[config.mk]
export PLATFORM = sky130hd
export DESIGN_NAME = gp_timer_pair
export DESIGN_NICKNAME = d
export VERILOG_FILES = /design/src/rtl/gpt_pkg.sv /design/src/rtl/gpt_core.sv /design/src/rtl/gpt_irq.sv /design/src/rtl/gp_timer_pair.sv
export SDC_FILE = /design/constraint.sdc
export NUM_CORES = 1
export LEC_CHECK = 0
export BUFFER_PORTS_ARGS = -buffer_cell sky130_fd_sc_hd__buf_2
export CAP_MARGIN = 10
export CORE_ASPECT_RATIO = 0.9
export CORE_MARGIN = 2
export CORE_UTILIZATION = 30
export CTS_BUF_LIST = sky130_fd_sc_hd__clkbuf_8
export DETAILED_ROUTE_END_ITERATION = 8
export PLACE_DENSITY = 0.48
export SLEW_MARGIN = 30
export SYNTH_ARGS = -nofsm -noshare
export SYNTH_HDL_FRONTEND = slang
export SYNTH_SLANG_ARGS = --single-unit
[constraint.sdc]
create_clock -name clk -period 12.8 [get_ports clk]
set_clock_uncertainty 0.15 [all_clocks]
set_input_delay 2.56 -clock clk [delete_from_list [all_inputs] [get_ports clk]]
set_output_delay 2.56 -clock clk [all_outputs]
set_load 0.02 [all_outputs]
[src/rtl/gpt_pkg.sv]
package gpt_pkg;

    typedef struct packed {
        logic       wait_trig;
        logic       snap_en;
        logic       match_en;
        logic       up;
        logic [1:0] kind;
    } mode_t;

    localparam logic [1:0] KIND_PERIODIC = 2'd2;
    localparam int         MODE_W        = 6;
    localparam int         CFG_W         = 3;
    localparam int         EVT_W         = 4;

    localparam int EV_TO_A = 0;
    localparam int EV_MT_A = 1;
    localparam int EV_TO_B = 2;
    localparam int EV_MT_B = 3;

    localparam int W_CFG     = 0;
    localparam int W_CTRL    = 1;
    localparam int W_MODE_A  = 2;
    localparam int W_MODE_B  = 3;
    localparam int W_LOAD_A  = 4;
    localparam int W_LOAD_B  = 5;
    localparam int W_MATCH_A = 6;
    localparam int W_MATCH_B = 7;
    localparam int W_TMR_A   = 8;
    localparam int W_TMR_B   = 9;
    localparam int W_FREE_A  = 10;
    localparam int W_FREE_B  = 11;
    localparam int W_RIS     = 12;
    localparam int W_MASK    = 13;
    localparam int W_CLEAR   = 14;
    localparam int W_MIS     = 15;

endpackage

[src/rtl/gpt_core.sv]
module gpt_core #(
    parameter int W = 32
) (
    input  logic         clk,
    input  logic         rst_n,
    input  logic         en,
    input  logic         periodic,
    input  logic         up,
    input  logic         match_en,
    input  logic         snap_en,
    input  logic         wait_trig,
    input  logic         trig,
    input  logic [W-1:0] load,
    input  logic [W-1:0] match_val,
    output logic [W-1:0] count,
    output logic [W-1:0] free,
    output logic [W-1:0] snap,
    output logic         timeout,
    output logic         match_hit
);
    localparam logic [W-1:0] ONE = W'(1);

    typedef struct packed {
        logic [W-1:0] count;
        logic [W-1:0] free;
        logic [W-1:0] snap;
        logic         run;
        logic         en_prev;
    } core_st_t;

    core_st_t st_q, st_d;
    logic start, running, term;

    always_comb begin
        st_d      = st_q;
        start     = en & ~st_q.en_prev;
        running   = en & st_q.run & ~start;
        term      = up ? (st_q.count == load) : (st_q.count == '0);
        timeout   = running & term;
        match_hit = running & match_en & (st_q.count == match_val);
        st_d.en_prev = en;
        if (start) begin
            st_d.count = up ? '0 : load;
            st_d.free  = '0;
            st_d.run   = ~wait_trig;
        end else if (en) begin
            st_d.free = st_q.free + ONE;
            if (!st_q.run && trig) begin
                st_d.run = 1'b1;
            end
            if (running) begin
                if (term) begin
                    if (periodic) begin
                        st_d.count = up ? '0 : load;
                    end
                    if (snap_en) begin
                        st_d.snap = st_q.free;
                    end
                end else begin
                    st_d.count = up ? (st_q.count + ONE) : (st_q.count - ONE);
                end
            end
        end
    end

    always_ff @(posedge clk or negedge rst_n) begin
        if (!rst_n) begin
            st_q <= '0;
        end else begin
            st_q <= st_d;
        end
    end

    assign count = st_q.count;
    assign free  = st_q.free;
    assign snap  = st_q.snap;

endmodule

[src/rtl/gpt_irq.sv]
module gpt_irq #(
    parameter int N = 4
) (
    input  logic         clk,
    input  logic         rst_n,
    input  logic [N-1:0] set,
    input  logic [N-1:0] clr,
    input  logic [N-1:0] mask,
    output logic [N-1:0] ris,
    output logic [N-1:0] mis,
    output logic         irq
);
    logic [N-1:0] ris_q, ris_d;

    always_comb begin
        ris_d = (ris_q & ~clr) | set;
    end

    always_ff @(posedge clk or negedge rst_n) begin
        if (!rst_n) begin
            ris_q <= '0;
        end else begin
            ris_q <= ris_d;
        end
    end

    assign ris = ris_q;
    assign mis = ris_q & mask;
    assign irq = |mis;

endmodule

[src/rtl/gp_timer_pair.sv]
module gp_timer_pair
    import gpt_pkg::*;
#(
    parameter int HALF_W = 16,
    parameter int ADDR_W = 6
) (
    input  logic                  clk,
    input  logic                  rst_n,
    input  logic                  wr_en,
    input  logic [ADDR_W-1:0]     wr_addr,
    input  logic [2*HALF_W-1:0]   wr_data,
    input  logic [ADDR_W-1:0]     rd_addr,
    output logic [2*HALF_W-1:0]   rd_data,
    input  logic                  trig_a,
    input  logic                  trig_b,
    output logic                  irq
);
    localparam int DATA_W = 2 * HALF_W;
    localparam int WORD_W = ADDR_W - 2;

    typedef struct packed {
        logic [CFG_W-1:0]  cfg;
        logic              en_a;
        logic              en_b;
        mode_t             mode_a;
        mode_t             mode_b;
        logic [HALF_W-1:0] load_a;
        logic [HALF_W-1:0] load_b;
        logic [HALF_W-1:0] match_a;
        logic [HALF_W-1:0] match_b;
        logic [EVT_W-1:0]  mask;
    } regs_t;

    regs_t r_q, r_d;

    logic              wide;
    logic              wr_ok, rd_ok;
    logic [WORD_W-1:0] waddr, raddr;
    logic              lock_a, lock_b, ctrl_wr;
    logic              periodic_a, periodic_b, matchen_a;
    logic              to_a, to_b, hit_a, hit_b, done_a, done_b;
    logic [DATA_W-1:0] cnt_a, free_a, snap_a, load_full_a, match_full_a, tmr_a;
    logic [HALF_W-1:0] cnt_b, free_b, snap_b, tmr_b;
    logic [EVT_W-1:0]  ev_set, ev_clr, ris, mis;

    assign wide       = (r_q.cfg <= CFG_W'(1));
    assign wr_ok      = wr_en & (wr_addr[1:0] == 2'b00);
    assign rd_ok      = (rd_addr[1:0] == 2'b00);
    assign waddr      = wr_addr[ADDR_W-1:2];
    assign raddr      = rd_addr[ADDR_W-1:2];
    assign lock_a     = r_q.en_a;
    assign lock_b     = r_q.en_b | (wide & r_q.en_a);
    assign ctrl_wr    = wr_ok & (int'(waddr) == W_CTRL);
    assign periodic_a = (r_q.mode_a.kind == KIND_PERIODIC);
    assign periodic_b = (r_q.mode_b.kind == KIND_PERIODIC);
    assign matchen_a  = r_q.mode_a.match_en;
    assign done_a     = to_a & ~periodic_a;
    assign done_b     = to_b & ~periodic_b;

    assign load_full_a  = {(wide ? r_q.load_b  : {HALF_W{1'b0}}), r_q.load_a};
    assign match_full_a = {(wide ? r_q.match_b : {HALF_W{1'b0}}), r_q.match_a};

    // register write path
    always_comb begin
        r_d = r_q;
        if (done_a) r_d.en_a = 1'b0;
        if (done_b) r_d.en_b = 1'b0;
        if (wr_ok) begin
            case (int'(waddr))
                W_CFG: begin
                    if (!(r_q.en_a || r_q.en_b)) r_d.cfg = wr_data[CFG_W-1:0];
                end
                W_CTRL: begin
                    r_d.en_a = wr_data[0];
                    r_d.en_b = wr_data[1];
                end
                W_MODE_A: begin
                    if (!lock_a) r_d.mode_a = mode_t'(wr_data[MODE_W-1:0]);
                end
                W_MODE_B: begin
                    if (!lock_b) r_d.mode_b = mode_t'(wr_data[MODE_W-1:0]);
                end
                W_LOAD_A: begin
                    if (!lock_a) begin
                        r_d.load_a = wr_data[HALF_W-1:0];
                        if (wide) r_d.load_b = wr_data[DATA_W-1:HALF_W];
                    end
                end
                W_LOAD_B: begin
                    if (!lock_b) r_d.load_b = wr_data[HALF_W-1:0];
                end
                W_MATCH_A: begin
                    if (!lock_a) begin
                        r_d.match_a = wr_data[HALF_W-1:0];
                        if (wide) r_d.match_b = wr_data[DATA_W-1:HALF_W];
                    end
                end
                W_MATCH_B: begin
                    if (!lock_b) r_d.match_b = wr_data[HALF_W-1:0];
                end
                W_MASK: begin
                    r_d.mask = wr_data[EVT_W-1:0];
                end
                default: ;
            endcase
        end
    end

    always_ff @(posedge clk or negedge rst_n) begin
        if (!rst_n) begin
            r_q <= '0;
        end else begin
            r_q <= r_d;
        end
    end

    gpt_core #(.W(DATA_W)) i_core_a (
        .clk       (clk),
        .rst_n     (rst_n),
        .en        (r_q.en_a),
        .periodic  (periodic_a),
        .up        (r_q.mode_a.up),
        .match_en  (r_q.mode_a.match_en),
        .snap_en   (r_q.mode_a.snap_en),
        .wait_trig (r_q.mode_a.wait_trig),
        .trig      (trig_a),
        .load      (load_full_a),
        .match_val (match_full_a),
        .count     (cnt_a),
        .free      (free_a),
        .snap      (snap_a),
        .timeout   (to_a),
        .match_hit (hit_a)
    );

    gpt_core #(.W(HALF_W)) i_core_b (
        .clk       (clk),
        .rst_n     (rst_n),
        .en        (r_q.en_b & ~wide),
        .periodic  (periodic_b),
        .up        (r_q.mode_b.up),
        .match_en  (r_q.mode_b.match_en),
        .snap_en   (r_q.mode_b.snap_en),
        .wait_trig (r_q.mode_b.wait_trig),
        .trig      (trig_b),
        .load      (r_q.load_b),
        .match_val (r_q.match_b),
        .count     (cnt_b),
        .free      (free_b),
        .snap      (snap_b),
        .timeout   (to_b),
        .match_hit (hit_b)
    );

    assign ev_set = {hit_b, to_b, hit_a, to_a};
    assign ev_clr = (wr_ok && int'(waddr) == W_CLEAR) ? wr_data[EVT_W-1:0] : '0;

    gpt_irq #(.N(EVT_W)) i_irq (
        .clk   (clk),
        .rst_n (rst_n),
        .set   (ev_set),
        .clr   (ev_clr),
        .mask  (r_q.mask),
        .ris   (ris),
        .mis   (mis),
        .irq   (irq)
    );

    assign tmr_a = r_q.mode_a.snap_en ? snap_a : cnt_a;
    assign tmr_b = r_q.mode_b.snap_en ? snap_b : cnt_b;

    function automatic logic [DATA_W-1:0] fit(input logic joined, input logic [DATA_W-1:0] v);
        return joined ? v : {{HALF_W{1'b0}}, v[HALF_W-1:0]};
    endfunction

    // register read path
    always_comb begin
        rd_data = '0;
        if (rd_ok) begin
            case (int'(raddr))
                W_CFG:     rd_data = DATA_W'(r_q.cfg);
                W_CTRL:    rd_data = DATA_W'({r_q.en_b, r_q.en_a});
                W_MODE_A:  rd_data = DATA_W'(r_q.mode_a);
                W_MODE_B:  rd_data = DATA_W'(r_q.mode_b);
                W_LOAD_A:  rd_data = fit(wide, load_full_a);
                W_LOAD_B:  rd_data = DATA_W'(r_q.load_b);
                W_MATCH_A: rd_data = fit(wide, match_full_a);
                W_MATCH_B: rd_data = DATA_W'(r_q.match_b);
                W_TMR_A:   rd_data = fit(wide, tmr_a);
                W_TMR_B:   rd_data = DATA_W'(tmr_b);
                W_FREE_A:  rd_data = fit(wide, free_a);
                W_FREE_B:  rd_data = DATA_W'(free_b);
                W_RIS:     rd_data = DATA_W'(ris);
                W_MASK:    rd_data = DATA_W'(r_q.mask);
                W_MIS:     rd_data = DATA_W'(mis);
                default:   rd_data = '0;
            endcase
        end
    end

endmodule

==> reports/metrics.csv, run 1 <==
stage,metric,value,unit
status,status,completed,
timing,Max Slew Vio Count,0,
setup_path,Crit path depth,8,
setup_path,CP Buf/Inv Count,3,
timing,Hold Fails Final Rpt,0,
setup_path,max incr delay on CP,0.75,ns
synth,Yosys top cell area share,36.2,%
setup_path,endpoint class of the critical path,primary output,
drt,drc violations,0,
placed_design,Placer Congestion,0.933,
clock_network,deepest clock path buffer count,3,
timing,Final setup viols,0,
synth,Syn Nets,1968,
setup_path,CP startpoint,rd_addr[2],
timing,RSZ-0062 raised after global routing,no,
clock_network,CTS H-tree depth,2,
floorplanning,die span in y,226,µm
setup_path,Worst setup endpoint,rd_data[4],
synth,Post-synth ARST share,100,%
setup_path,RR Startpoint,r_q[76],
drt,Via Count,15200,
setup_path,CP required,10.09,ns
drt,initial drt markers,1377,
clock_network,post-CTS sizing,0,
global_routing,initial antenna violation count,0,
synth,Synth area leaders,"dfrtp_1 36%, mux2_2 4.8%, a21oi_1 4.7%",
drt,Wirelength per Cell,25.6,µm
floorplanning,placeable core area,54100,µm²
layout,area grow syn2layout,12.6,%
drt,final WL,67400,µm
synth,number of synthesized register bits,237,
timing,WHS,0.343,ns
drt,Detail Route Antenna Nets,0,
synth,Mapped Area,16400,µm²
pwr,Cell Pwr Density,169,nW/µm²
synth,syn_area_per_cell,8.75,µm²
floorplanning,Die Area,56400,µm²
synth,"Primary FF master, synth",dfrtp_1,
drt,first-pass iteration count of the detailed router,5,
clock_network,Clock Sinks,237,
global_routing,largest net degree at the start of global routing,78,
timing,final worst slack,5.31,ns
timing,minimum clock period,7.49,ns
synth,"count leader, synth",dfrtp_1,
pwr,static leakage,7.88,nW
clock_network,Num CTS Buffers,44,
drt,Vias/cell,5.78,
synth,top cell type by total area after synthesis,dfrtp_1,
setup_path,crit-path cells,"buf_2, inv_1, nand2_1, nor2_4, a22o_1, a221oi_1, a31oi_1, buf_2",
timing,actual slew at the worst max-slew pin,0.956,ns
synth,Post-synth EDFFs,0,
clock_network,Clock transition at path regs,0.06,ns
clock_network,clk root buf,clkbuf_8,
min_path,worst hold path type,register to register,
placed_design,Port-buffer cells,81,
timing,setup_tns,0,ns
floorplanning,DIE WIDTH,250,µm
clock_network,CTS tree,done,
pwr,VDD IR max,0.0771,mV
pwr,Design Power,3.11,mW
timing,fin crit share,58.5,%
setup_path,CP Class,input pin to primary output,
global_routing,vias in the first global route,14575,
floorplanning,initial core utilization,30.2,%
synth,warnings from Yosys,0,
layout,layout cells sized above 1,15.0,%
timing,Slew HR,36.0,%
synth,distinct cell type count after synthesis,81,
setup_path,Top delay family on crit path,simple AND/OR/NAND/NOR gates,
clock_network,post-CTS setup buffers,0,
clock_network,CTS Hold Buffers Added,0,
layout,Final nets,1986,
floorplanning,FP Rows,81,
clock_network,"Clk Latency, worst-skew pair",0.60,ns
setup_path,CP dominant cell by count,buf_2,
layout,fill count,5762,
setup_path,Worst R2R Path Depth,12,
layout,"Core Util, Final",34.0,%
synth,synth cell count leaders,"237 x dfrtp_1, 192 x nor2_1, 154 x a21oi_1",
setup_path,Slowest cell on crit path,nor2_4,
floorplanning,IO Pins,82,
synth,Post-Synthesis Cells,1871,
global_routing,first-pass GRT wire length,97800,µm
setup_path,Worst R2R Setup Slack,8.36,ns
global_routing,gr usage total,23.4,%
timing,max frequency,0.133,GHz
global_routing,grt ovf,0,
run,MaxCap Viol Count,0,
setup_path,crit-path max FO,31,
setup_path,CP arrival,4.78,ns
placed_design,hpwl dp,48800,µm
setup_path,Worst R2R End,i_core_a.count[28],
placed_design,pre-CTS WS,5.31,ns
synth,sequential fraction of the synthesis area,36.2,%
setup_path,Setup crit start kind,input pin,
## power breakdown
group | switching, mW | total (mW) | internal [mW]
sequential | 0.343 | 1.18 | 0.841
combinational | 0.615 | 1.08 | 0.466
clock | 0.360 | 0.845 | 0.486
total | 1.32 | 3.11 | 1.79
## kinds of logic (layout without fill, tap and decap cells)
logic type               after synthesis  count (layout)  synth area share, %
buffers and inverters                172             225                 4.36
XOR/XNOR                             130             130                 6.96
AO/OA/AOI/OAI                        547             547                 21.5
AND/OR/NAND/NOR                      584             584                 17.1
flip-flops                           237             237                 36.2
multiplexers                         153             153                 10.1
adder cells (fa/ha/maj)               48              48                 3.76
other                                  0               1                    0
## layout by cell type (no fill, tap or decap), types with 32 or more instances in the layout
master	netlist	final
mux2i_1	51	51
nand2_1	132	132
mux2_2	70	70
a221oi_1	40	40
clkbuf_8	0	61
buf_2	23	80
a21oi_1	154	154
dfrtp_1	237	235
a22oi_1	51	51
xor2_1	71	71
inv_1	29	38
o21ai_0	109	109
ha_1	46	46
xnor2_1	59	59
nand3_1	68	68
mux2_1	32	32
nor2_1	192	186
## registers in the layout (all words and copies together) (netlist names)
signal	count
i_core_a.count	32
i_core_a.free	32
i_core_a.snap	32
i_core_a.st_q	2
i_core_b.count	16
i_core_b.free	16
i_core_b.snap	16
i_core_b.st_q	2
i_irq.ris	4
load_full_a	16
lock_a	1
match_full_a	16
matchen_a	1
r_q	51
## worst min path at each step
stage	start	to	slack [ns]	cells after the start
2_1_floorplan	r_q[73]	i_core_b.st_q[1]	0.29	1
3_3_place_gp	i_core_b.snap[9]	i_core_b.snap[9]	0.32	1
3_5_place_dp	i_core_b.snap[9]	i_core_b.snap[9]	0.33	1
4_1_cts	i_core_a.snap[17]	i_core_a.snap[17]	0.34	2
5_1_grt	i_core_a.snap[22]	i_core_a.snap[22]	0.35	1
6_report	i_core_b.snap[8]	i_core_b.snap[8]	0.34	1
## per-stage QoR
stage,std cells,instance area [µm²]
3_5_place_dp,2547,17400
5_1_grt,2629,18400
3_3_place_gp,2546,17300
2_1_floorplan,1871,16400
6_report,2630,18400
4_1_cts,2628,18400
## cell type report
type	instances	area [µm²]	share of cell area, %
clock inverters	20	173	0.937
well taps	705	882	4.79
flip-flops and latches	237	5930	32.2
diodes	1	2.50	0.0136
clock buffers	61	840	4.56
repair buffers	114	687	3.73
multi-input cells	1462	9790	53.2
inverters	30	113	0.611
## metal layers
metal | share of wire [%] | up-vias | GRT usage [%]
li1 | - | 6899 | -
met4 | 3.3 | 0 | 7.49
met1 | 44 | 7575 | 31.7
met5 | 0 | - | 0
met3 | 9.4 | 126 | 7.38
met2 | 43 | 600 | 35.2
No activity file was read; power rests on OpenSTA's default activity.
==> inputs of run 2 (changes only) <==
Settings changed: ABC_AREA set to 1, PLACE_DENSITY 0.48 to 0.49.
Clock period 12.8 ns to 6.2 ns, I/O delays scaled along.
==> run 2 against run 1 <==
Effect of this change: worst hold slack worse by 0.011 ns; synthesized cell count grew 56%; sequential share of layout area decreased by 3.4 points; worst setup slack got worse by 4.0 ns; core utilization is 0.22 points lower.
==> reports/metrics.csv, run 2 <==
stage,metric,value,unit
status,status,completed,
synth,distinct cell type count after synthesis,48,
floorplanning,IO Pins,82,
setup_path,Slowest cell on crit path,inv_1,
layout,"Core Util, Final",33.8,%
setup_path,CP required,4.81,ns
clock_network,Clock Sinks,237,
timing,Max Slew Vio Count,0,
setup_path,crit-path cells,"buf_2, inv_1, nor2_1, nand2_1, inv_1, a2111oi_0, a31oi_1, buf_2",
pwr,switching portion of total power,48.0,%
setup_path,Crit path depth,8,
layout,Final Cell Area,20600,µm²
layout,Final nets,3064,
timing,Hold Fails Final Rpt,0,
drt,Via Count,20047,
clock_network,post-CTS setup buffers,0,
setup_path,Worst R2R Setup Slack,1.70,ns
floorplanning,FP Rows,86,
pwr,Logic pwr share,42.4,%
drt,final WL,83800,µm
synth,"Primary FF master, synth",dfrtp_1,
synth,Post-synth ARST share,100,%
drt,Detail Route Antenna Nets,0,
layout,"leading cell type in the layout, fill and taps excluded",nand2_1,
setup_path,Worst R2R End,i_core_a.snap[22],
synth,top cell type by total area after synthesis,dfrtp_1,
layout,most frequent cells in the layout,"941 x nand2_1, 411 x inv_1, 250 x o21ai_0, 249 x nor2_1, 237 x dfrtp_1",
synth,Post-synth EDFFs,0,
global_routing,gr usage total,26.3,%
timing,Final setup viols,0,
setup_path,endpoint class of the critical path,primary output,
pwr,Cell Pwr Density,338,nW/µm²
layout,Largest register FFs,51,
placed_design,Port-buffer cells,81,
clock_network,CTS H-tree depth,2,
synth,Post-Synthesis Cells,2913,
layout,Top reg by flops,r_q,
setup_path,Setup crit start kind,input pin,
floorplanning,DIE WIDTH,265,µm
min_path,worst hold path type,register to register,
pwr,cell-internal power,3.62,mW
drt,first-pass iteration count of the detailed router,5,
synth,Yosys top cell area share,32.3,%
placed_design,hpwl dp,66100,µm
setup_path,crit-path max FO,14,
pwr,sw power,3.34,mW
pwr,static leakage,10.1,nW
timing,setup_tns,0,ns
setup_path,Worst setup endpoint,rd_data[8],
clock_network,"Clk Latency, worst-skew pair",0.65,ns
drt,Wirelength per Cell,22.1,µm
setup_path,Worst R2R Path Depth,15,
clock_network,deepest clock path buffer count,3,
synth,sequential fraction of the synthesis area,32.3,%
setup_path,CP arrival,3.55,ns
setup_path,max incr delay on CP,0.61,ns
clock_network,Num CTS Buffers,47,
global_routing,first-pass GRT wire length,124000,µm
floorplanning,initial core utilization,30.2,%
setup_path,RR Startpoint,r_q[83],
run,MaxCap Viol Count,0,
floorplanning,placeable core area,60900,µm²
timing,fin crit share,79.6,%
drt,drc violations,0,
clock_network,post-CTS sizing,0,
synth,Mapped Area,18400,µm²
global_routing,largest net degree at the start of global routing,148,
clock_network,CTS Hold Buffers Added,0,
floorplanning,Die Area,63300,µm²
timing,max frequency,0.203,GHz
timing,RSZ-0062 raised after global routing,no,
pwr,Clock power frac,25.3,%
global_routing,initial antenna violation count,5,
layout,area grow syn2layout,12.0,%
clock_network,CTS tree,done,
timing,actual slew at the worst max-slew pin,0.921,ns
setup_path,CP Class,input pin to primary output,
synth,warnings from Yosys,0,
synth,"count leader, synth",nand2_1,
placed_design,Placer Congestion,1.00,
global_routing,grt ovf,0,
floorplanning,die span in y,239,µm
setup_path,CP Buf/Inv Count,4,
timing,minimum clock period,4.94,ns
setup_path,CP startpoint,rd_addr[4],
synth,synth cell count leaders,"943 x nand2_1, 398 x inv_1, 251 x nor2_1",
timing,Slew HR,38.6,%
synth,number of synthesized register bits,237,
drt,initial drt markers,2105,
synth,syn_area_per_cell,6.31,µm²
drt,Vias/cell,5.28,
synth,Syn Nets,3010,
global_routing,vias in the first global route,18836,
clock_network,clk root buf,clkbuf_8,
setup_path,Top delay family on crit path,buffers and inverters,
pwr,VDD IR max,0.161,mV
clock_network,Clock transition at path regs,0.06,ns
placed_design,placed inst area,19600,µm²
synth,Synth area leaders,"dfrtp_1 32%, nand2_1 19%, inv_1 8.1%",
layout,layout cells sized above 1,7.97,%
pwr,Seq pwr share,32.2,%
run 2: cell types whose count changed after synthesis, sizes merged, moves of 51 or more:
| cell | previous run | this run |
|---|---|---|
| inv | 29 | 401 |
| mux2 | 102 | 1 |
| mux2i | 51 | 0 |
| nand2 | 133 | 952 |
| nand3 | 68 | 220 |
| nor2 | 192 | 254 |
| o21ai | 136 | 282 |
run 2: logic make-up (layout without fill, tap and decap cells):
family                     after synthesis  count (layout)  synth area share, %
adders and majority gates               48              48                 3.35
xor gates and xnor gates                60              60                 2.86
AOI/OAI and AO/OA                      513             513                 16.0
muxes                                    1               1               0.0612
DFF                                    237             237                 32.3
and+or+nand+nor                       1541            1541                 34.6
buffers and inverters                  513             600                 10.9
other                                    0               3                    0
run 2: worst min path at each step:
stage,startpoint,end,slack (ns),depth (start not counted)
final,i_core_a.snap[7],i_core_a.snap[7],0.33,2
after global routing,i_core_a.snap[15],i_core_a.snap[15],0.35,2
after CTS,i_core_a.snap[7],i_core_a.snap[7],0.33,2
after detailed placement,i_core_a.snap[7],i_core_a.snap[7],0.32,2
after global placement,i_core_a.snap[28],i_core_a.snap[28],0.32,2
after floorplan,lock_a,i_core_a.st_q[0],0.22,0
run 2: final cells by class:
class	instances	area, µm²
Clock inverter	25	220
Timing Repair Buffer	112	661
Fill cell	6739	40300
Antenna cell	3	7.51
Multi-Input combinational cell	2163	10500
Clock buffer	57	785
Sequential cell	237	5930
Inverter	406	1520
Tap cell	792	991
run 2: power groups by stage:
stage | Combinational (mW) | Clock (mW) | Sequential (mW)
detailed placement | 2.90 | 0 | 2.24
global placement | 2.90 | 0 | 2.25
finish | 2.95 | 1.76 | 2.24
global route | 3.27 | 1.86 | 2.24
floorplan | 1.99 | 0 | 1.95
CTS | 2.91 | 1.80 | 2.22
run 2: layer usage:
layer	track usage [%]	wire [µm]	share of wire (%)
met1	38.3	39300	47
met2	38.8	34900	42
met3	4.30	6470	7.7
met4	9.50	3180	3.8
met5	0	24	0.029
run 2: per-stage QoR:
stage          hold WS (ns)  power [mW]  setup slack (ns)  instances
4_1_cts               0.334        6.92              1.34       3792
3_5_place_dp          0.319        5.14              1.34       3710
2_1_floorplan         0.222        3.94              2.24       2913
3_3_place_gp          0.317        5.15              1.36       3710
6_report              0.332        6.96              1.26       3795
5_1_grt               0.348        7.37              1.17       3793
run 2: tightest hold or removal path: cells and delay by family (launching register included):
kind	cells	cell delay (ns)
AOI/OAI and AO/OA	1	0.05
DFF	1	0.34
and+or+nand+nor	1	0.06
